$ cat config.mk
export PLATFORM = sky130hd
export DESIGN_NAME = rse_flush_seq
export DESIGN_NICKNAME = d
export VERILOG_FILES = /design/src/rtl/rse_flush_pkg.sv /design/src/rtl/rse_top_calc.sv /design/src/rtl/rse_nat_acc.sv /design/src/rtl/rse_flush_ctrl.sv /design/src/rtl/rse_flush_seq.sv
export SDC_FILE = /design/constraint.sdc
export NUM_CORES = 1
export LEC_CHECK = 0
export CAP_MARGIN = 10
export CELL_PAD_IN_SITES_DETAIL_PLACEMENT = 0
export CELL_PAD_IN_SITES_GLOBAL_PLACEMENT = 1
export CORE_UTILIZATION = 36
export CTS_BUF_LIST = sky130_fd_sc_hd__clkbuf_4 sky130_fd_sc_hd__clkbuf_8
export DETAILED_ROUTE_END_ITERATION = 10
export PLACE_DENSITY = 0.92
export SYNTH_ARGS = -nofsm -noshare
export SYNTH_HDL_FRONTEND = slang
export SYNTH_HIERARCHICAL = 1
export SYNTH_SLANG_ARGS = --single-unit
$ cat constraint.sdc
create_clock -name clk -period 24.4 [get_ports clk]
set_input_delay 4.88 -clock clk [delete_from_list [all_inputs] [get_ports clk]]
set_output_delay 4.88 -clock clk [all_outputs]
set_load 0.03 [all_outputs]
$ cat src/rtl/rse_flush_pkg.sv
package rse_flush_pkg;
  localparam int WORD_W  = 64;
  localparam int SLOT_LO = 3;
  localparam int SLOT_W  = 6;
  localparam int COLL_SLOT = (1 << SLOT_W) - 1;

  typedef enum logic {
    FL_IDLE  = 1'b0,
    FL_SPILL = 1'b1
  } fl_state_e;
endpackage

$ cat src/rtl/rse_top_calc.sv
module rse_top_calc
  import rse_flush_pkg::*;
#(
  parameter int ADDR_W = 32,
  parameter int CNT_W  = 8
) (
  input  logic [ADDR_W-1:0] ptr,
  input  logic [CNT_W-1:0]  cnt,
  output logic [ADDR_W-1:0] top
);
  localparam int SW = CNT_W + 2;

  logic [SW-1:0] sum_w, cross_w, total_w;

  always_comb begin
    sum_w   = SW'(cnt) + SW'(ptr[SLOT_LO +: SLOT_W]);
    cross_w = sum_w / SW'(COLL_SLOT);
    total_w = SW'(cnt) + cross_w;
    top     = ptr + (ADDR_W'(total_w) << SLOT_LO);
  end
endmodule

$ cat src/rtl/rse_nat_acc.sv
module rse_nat_acc
  import rse_flush_pkg::*;
(
  input  logic              clk,
  input  logic              rst_n,
  input  logic              file_en,
  input  logic [SLOT_W-1:0] file_pos,
  input  logic              file_bit,
  input  logic              clear_en,
  output logic [WORD_W-1:0] acc
);
  logic [WORD_W-1:0] acc_q, acc_d;
  logic              acc_en;

  always_comb begin
    acc_en = file_en | clear_en;
    acc_d  = acc_q;
    if (clear_en) acc_d = '0;
    else if (file_en) acc_d[file_pos] = file_bit;
  end

  always_ff @(posedge clk or negedge rst_n) begin
    if (!rst_n) acc_q <= '0;
    else if (acc_en) acc_q <= acc_d;
  end

  assign acc = acc_q;

  p_clear_r6: assert property (@(posedge clk) disable iff (!rst_n)
    clear_en |=> (acc == '0));

  p_file_bit_r5: assert property (@(posedge clk) disable iff (!rst_n)
    (file_en && !clear_en) |=> (acc[$past(file_pos)] == $past(file_bit)));
endmodule

$ cat src/rtl/rse_flush_ctrl.sv
module rse_flush_ctrl
  import rse_flush_pkg::*;
#(
  parameter int ADDR_W = 32,
  parameter int CNT_W  = 8,
  parameter int NPHYS  = 96,
  parameter int IDX_W  = 7
) (
  input  logic              clk,
  input  logic              rst_n,
  input  logic              ld_en,
  input  logic [ADDR_W-1:0] ld_ptr,
  input  logic [CNT_W-1:0]  ld_cnt,
  input  logic [IDX_W-1:0]  ld_base,
  input  logic              flush_cmd,
  input  logic              st_ack,
  output logic              st_req,
  output logic [ADDR_W-1:0] st_addr,
  output logic              coll_slot,
  output logic              file_en,
  output logic              clear_en,
  output logic [IDX_W-1:0]  rd_idx,
  output logic              busy,
  output logic              done,
  output logic [ADDR_W-1:0] store_ptr,
  output logic [CNT_W-1:0]  dirty_cnt
);
  fl_state_e         state_q, state_d;
  logic [ADDR_W-1:0] ptr_q, ptr_d;
  logic [CNT_W-1:0]  cnt_q, cnt_d;
  logic [IDX_W-1:0]  base_q, base_d;
  logic              done_q, done_d;
  logic              ptr_en, cnt_en, base_en;
  logic [SLOT_W-1:0] slot;
  logic              take;
  logic              fin;
  logic [CNT_W-1:0]  cnt_after;

  assign slot      = ptr_q[SLOT_LO +: SLOT_W];
  assign coll_slot = (slot == SLOT_W'(COLL_SLOT));
  assign take      = (state_q == FL_SPILL) && st_ack;
  assign cnt_after = coll_slot ? cnt_q : cnt_q - CNT_W'(1);
  // the slot after 62 is a collection slot, which must still be written
  assign fin       = (cnt_after == '0) && (slot != SLOT_W'(COLL_SLOT - 1));

  always_comb begin
    state_d = state_q;
    done_d  = 1'b0;
    ptr_en  = 1'b0;
    cnt_en  = 1'b0;
    base_en = 1'b0;
    ptr_d   = ptr_q;
    cnt_d   = cnt_q;
    base_d  = base_q;
    case (state_q)
      FL_IDLE: begin
        if (flush_cmd) begin
          if (cnt_q == '0) done_d = 1'b1;
          else state_d = FL_SPILL;
        end else if (ld_en) begin
          ptr_en  = 1'b1;
          cnt_en  = 1'b1;
          base_en = 1'b1;
          ptr_d   = ld_ptr & ~ADDR_W'(7);
          cnt_d   = ld_cnt;
          base_d  = ld_base;
        end
      end
      FL_SPILL: begin
        if (st_ack) begin
          ptr_en = 1'b1;
          ptr_d  = ptr_q + ADDR_W'(8);
          if (!coll_slot) begin
            cnt_en  = 1'b1;
            base_en = 1'b1;
            cnt_d   = cnt_after;
            base_d  = (base_q == IDX_W'(NPHYS - 1)) ? '0 : base_q + IDX_W'(1);
          end
          if (fin) begin
            state_d = FL_IDLE;
            done_d  = 1'b1;
          end
        end
      end
      default: state_d = FL_IDLE;
    endcase
  end

  always_ff @(posedge clk or negedge rst_n) begin
    if (!rst_n) begin
      state_q <= FL_IDLE;
      done_q  <= 1'b0;
    end else begin
      state_q <= state_d;
      done_q  <= done_d;
    end
  end

  always_ff @(posedge clk or negedge rst_n) begin
    if (!rst_n) ptr_q <= '0;
    else if (ptr_en) ptr_q <= ptr_d;
  end

  always_ff @(posedge clk or negedge rst_n) begin
    if (!rst_n) cnt_q <= '0;
    else if (cnt_en) cnt_q <= cnt_d;
  end

  always_ff @(posedge clk or negedge rst_n) begin
    if (!rst_n) base_q <= '0;
    else if (base_en) base_q <= base_d;
  end

  assign st_req    = (state_q == FL_SPILL);
  assign st_addr   = ptr_q;
  assign file_en   = take && !coll_slot;
  assign clear_en  = take && coll_slot;
  assign rd_idx    = base_q;
  assign busy      = st_req;
  assign done      = done_q;
  assign store_ptr = ptr_q;
  assign dirty_cnt = cnt_q;

  p_req_hold_r3: assert property (@(posedge clk) disable iff (!rst_n)
    (st_req && !st_ack) |=> (st_req && $stable(st_addr)));

  p_ptr_step_r3: assert property (@(posedge clk) disable iff (!rst_n)
    (st_req && st_ack) |=> (store_ptr == $past(store_ptr) + ADDR_W'(8)));

  p_cnt_dec_r4: assert property (@(posedge clk) disable iff (!rst_n)
    (st_req && st_ack && !coll_slot) |=> (dirty_cnt == $past(dirty_cnt) - CNT_W'(1)));

  p_cnt_keep_r6: assert property (@(posedge clk) disable iff (!rst_n)
    (st_req && st_ack && coll_slot) |=> $stable(dirty_cnt) && $stable(rd_idx));

  p_zero_flush_r9: assert property (@(posedge clk) disable iff (!rst_n)
    (!busy && flush_cmd && dirty_cnt == '0) |=> (done && !st_req));

  p_busy_ignore_r10: assert property (@(posedge clk) disable iff (!rst_n)
    (busy && !st_ack) |=> ($stable(store_ptr) && $stable(dirty_cnt)));
endmodule

$ cat src/rtl/rse_flush_seq.sv
module rse_flush_seq
  import rse_flush_pkg::*;
#(
  parameter int ADDR_W = 32,
  parameter int CNT_W  = 8,
  parameter int NPHYS  = 96,
  localparam int IDX_W = $clog2(NPHYS)
) (
  input  logic              clk,
  input  logic              rst_n,
  input  logic              ld_en,
  input  logic [ADDR_W-1:0] ld_ptr,
  input  logic [CNT_W-1:0]  ld_cnt,
  input  logic [IDX_W-1:0]  ld_base,
  input  logic              flush_cmd,
  output logic [IDX_W-1:0]  rd_idx,
  input  logic [WORD_W-1:0] rd_data,
  input  logic              rd_nat,
  output logic              st_req,
  output logic [ADDR_W-1:0] st_addr,
  output logic [WORD_W-1:0] st_data,
  input  logic              st_ack,
  output logic              busy,
  output logic              done,
  output logic [ADDR_W-1:0] store_ptr,
  output logic [CNT_W-1:0]  dirty_cnt,
  output logic [WORD_W-1:0] nat_acc,
  output logic [ADDR_W-1:0] top_ptr
);
  logic coll_slot, file_en, clear_en;

  rse_flush_ctrl #(
    .ADDR_W(ADDR_W), .CNT_W(CNT_W), .NPHYS(NPHYS), .IDX_W(IDX_W)
  ) u_ctrl (
    .clk(clk), .rst_n(rst_n), .ld_en(ld_en), .ld_ptr(ld_ptr), .ld_cnt(ld_cnt),
    .ld_base(ld_base), .flush_cmd(flush_cmd), .st_ack(st_ack), .st_req(st_req),
    .st_addr(st_addr), .coll_slot(coll_slot), .file_en(file_en), .clear_en(clear_en),
    .rd_idx(rd_idx), .busy(busy), .done(done), .store_ptr(store_ptr),
    .dirty_cnt(dirty_cnt)
  );

  rse_nat_acc u_acc (
    .clk(clk), .rst_n(rst_n), .file_en(file_en),
    .file_pos(store_ptr[SLOT_LO +: SLOT_W]), .file_bit(rd_nat),
    .clear_en(clear_en), .acc(nat_acc)
  );

  rse_top_calc #(.ADDR_W(ADDR_W), .CNT_W(CNT_W)) u_top (
    .ptr(store_ptr), .cnt(dirty_cnt), .top(top_ptr)
  );

  assign st_data = coll_slot ? nat_acc : rd_data;

  p_done_top_r7: assert property (@(posedge clk) disable iff (!rst_n)
    done |-> (store_ptr == top_ptr && dirty_cnt == '0 && !busy));

  p_top_stable_r8: assert property (@(posedge clk) disable iff (!rst_n)
    busy |=> $stable(top_ptr));

  p_data_hold_r3: assert property (@(posedge clk) disable iff (!rst_n)
    (st_req && !st_ack) |=> $stable(st_data));
endmodule

==> out/metrics.yaml <==
grt_overflow_total: 0
drc: 0
cp_top_family: "compound AO/OA/AOI/OAI gates"
fin_skew_ps: 14.8
hpwl_um: 23500
clk_latency_ps: 410
arrival_ps: 8030
slew_violations: 0
grt_pass1_wl_um: 47600
ys_ff_latch: 110
cts_resized: 0
fp.dieH_um: 162
critPathKind: "reg2out"
cts_tree: "yes"
min_period_over_period: 0.529
syn_inst: 1010
ir_worst_vdd_uv: 138
die_area_um2: 26400
num_vias: 8634
stdcell_area_um2: 12800
worst-path-max-fanout: 18
dr.pass1.iters: 5
crit_buf_inv: 4
use_met1: 0.279
final.setup.tns_ps: 0
grt_max_degree: 69
cts_setup_buffers: 0
wirelength_um: 31900
ys_types: 94
cts_buffer_depth: 2
syn_to_final_growth_pct: 38.1
avgRoutedWirePerCell_um: 19.7
tightest_slew_ps: 1190
avgSynthCellArea_um2: 9.18
diodes: 0
postCtsHoldBufs: 0
end_kind: "output pin"
slew-limit-headroom: 0.208
rsz0062_at_grt: "false"
async_flop_share: 1.00
synth_area_um2: 9270
hold_viol_final: 0
gp_congestion: 0.865
met2_usage: 0.416
cts.sinks: 110
htreeDepth: 3
ys_warn_count: 6
fmax_mhz: 77.5
core_area_um2: 25300
num_io_pins: 359
grt_pass1_vias: 8281
p_per_area_nw_per_um2: 111
clock-root-buffer: "clkbuf_8"
grt_use_met3: 0.0413
hold_class: "reg2reg"
required_ps: 19520
min_period_ps: 12910
synth_top_flop_cell: "dfrtp_1"
drt_iter0_markers: 553
layout.nets: 1425
cts_made_buffers: 9
synth_edf_count: 0
cp-start-kind: "flop"
p_leak_uw: 0.00557
status: "finished clean"
drive_above_1_share: 0.105
die_w_um: 162
finalSetupViolCount: 0
grt_antenna_before_repair: 1
fp-row-count: 58
initial_core_util: 0.367
crit_top_cell: "ha_1"
port_buffers: 346
max_stage_delay_ps: 940
antenna_left: 0
clk_pin_slew_worst_paths_ps: 120
ys_seq_area_frac: 0.297
groute.usage.overall: 0.233
top_usage_layer: "met2"
drv_cap: 0
vias_per_cell: 5.34
dpl_cell_area_um2: 12600
slowest_stage: "dfrtp_1"
## path summary, 6_finish.rpt
kind                                    from                to  slack (ps)  cells past startpoint
min                         u_ctrl/rd_idx[1]  u_ctrl/rd_idx[1]         550                      2
max reg2reg                u_ctrl/st_addr[6]     u_acc/acc[39]       21030                      7
max in group asynchronous              rst_n       u_ctrl/busy       18630                      2
min in group asynchronous              rst_n     u_acc/acc[53]        4560                      1
max                        u_ctrl/st_addr[6]       top_ptr[26]       11490                     28
min reg2reg                 u_ctrl/rd_idx[1]  u_ctrl/rd_idx[1]         550                      2
## metal layers
| layer | up-vias | wire [um] |
|---|---|---|
| li1 | 4082 | - |
| met3 | 40 | 2110 |
| met4 | 2 | 653 |
| met5 | - | 13 |
| met2 | 361 | 16100 |
| met1 | 4149 | 13000 |
## cells in the final DEF (no fill, tap or decap), types with 8 or more instances in the layout
master / count
o21ai_0: 44
xor2_1: 16
buf_4: 12
ha_1: 24
mux2_4: 60
and3_1: 10
clkdlybuf4s50_1: 345
nor3_1: 17
nor2_1: 52
nor2b_1: 8
o22ai_1: 9
inv_1: 22
nand3b_1: 11
mux2i_1: 78
nand2b_1: 66
nand3_1: 41
dfrtp_1: 109
clkbuf_8: 9
nand4_1: 13
xnor2_1: 25
a21oi_1: 59
nand2_1: 103
## metrics by stage
step / hold slack [ps] / power (uW) / std cells / setup WS, ps / utilization
2_1_floorplan: 677 / 965 / 1015 / 12720 / -
3_3_place_gp: 518 / 1290 / 1600 / 12010 / 0.499
3_5_place_dp: 527 / 1300 / 1600 / 11980 / 0.499
4_1_cts: 556 / 1420 / 1616 / 11490 / 0.507
5_1_grt: 575 / 1510 / 1616 / 10940 / 0.507
6_report: 550 / 1420 / 1616 / 11490 / 0.507
## worst register-to-register path, stage by stage (launching register included)
cell and delay [ps]:
dfrtp_1 940, and3_2 390, nand2_1 280, nor2_4 180
buf_4 470, nand2b_2 240, buf_4 520, mux2i_1 200
## kinds of logic after synthesis
| group | share of synthesized area |
|---|---|
| AO/OA/AOI/OAI | 0.126 |
| XOR/XNOR | 0.0422 |
| adder cells (fa/ha/maj) | 0.0389 |
| buffers and inverters | 0.0800 |
| flip-flops | 0.297 |
| multiplexers | 0.190 |
| other | 0.000810 |
| AND/OR/NAND/NOR | 0.225 |
## final cells by class
| class | instances | area, um2 |
|---|---|---|
| multi-input combinational | 780 | 5810 |
| sequential | 110 | 2750 |
| timing repair buffer | 357 | 3540 |
| tap | 330 | 413 |
| inverter | 23 | 88.8 |
| fill | 2342 | 12400 |
| clock inverter | 7 | 72.6 |
| clock buffer | 9 | 124 |
## state kept, by name, summed over array words and instances, names as in the netlist
signal	flops
u_ctrl/dirty_cnt	8
u_ctrl/busy	1
u_ctrl/done	1
u_ctrl/st_addr	29
u_ctrl/rd_idx	7
u_acc/acc	64
## synthesized netlist by cell type, drive strengths merged (8+ instances only)
master,count,share of area
nand3,43,0.025
a21o,8,0.0066
nor3,20,0.012
and3,12,0.0084
o22ai,9,0.0061
nand2,103,0.042
xor2,17,0.017
clkbuf,40,0.016
nand3b,11,0.0089
buf,62,0.055
nand4,14,0.010
o21ai,47,0.026
mux2,65,0.10
mux2i,79,0.087
dfrtp,110,0.30
ha,24,0.032
nor3b,8,0.0093
xnor2,26,0.025
nand2b,68,0.046
nor2,53,0.021
nor2b,8,0.0054
a21oi,60,0.033
inv,23,0.0093
## where the power goes
| part | internal (uW) | switching (uW) | total [uW] | leakage [uW] |
|---|---|---|---|---|
| logic | 426 | 565 | 991 | 0.00406 |
| registers | 234 | 76.1 | 310 | 0.00141 |
| clock network | 40.6 | 74.2 | 115 | 0.0000974 |
(Power assumes the default switching activity.)
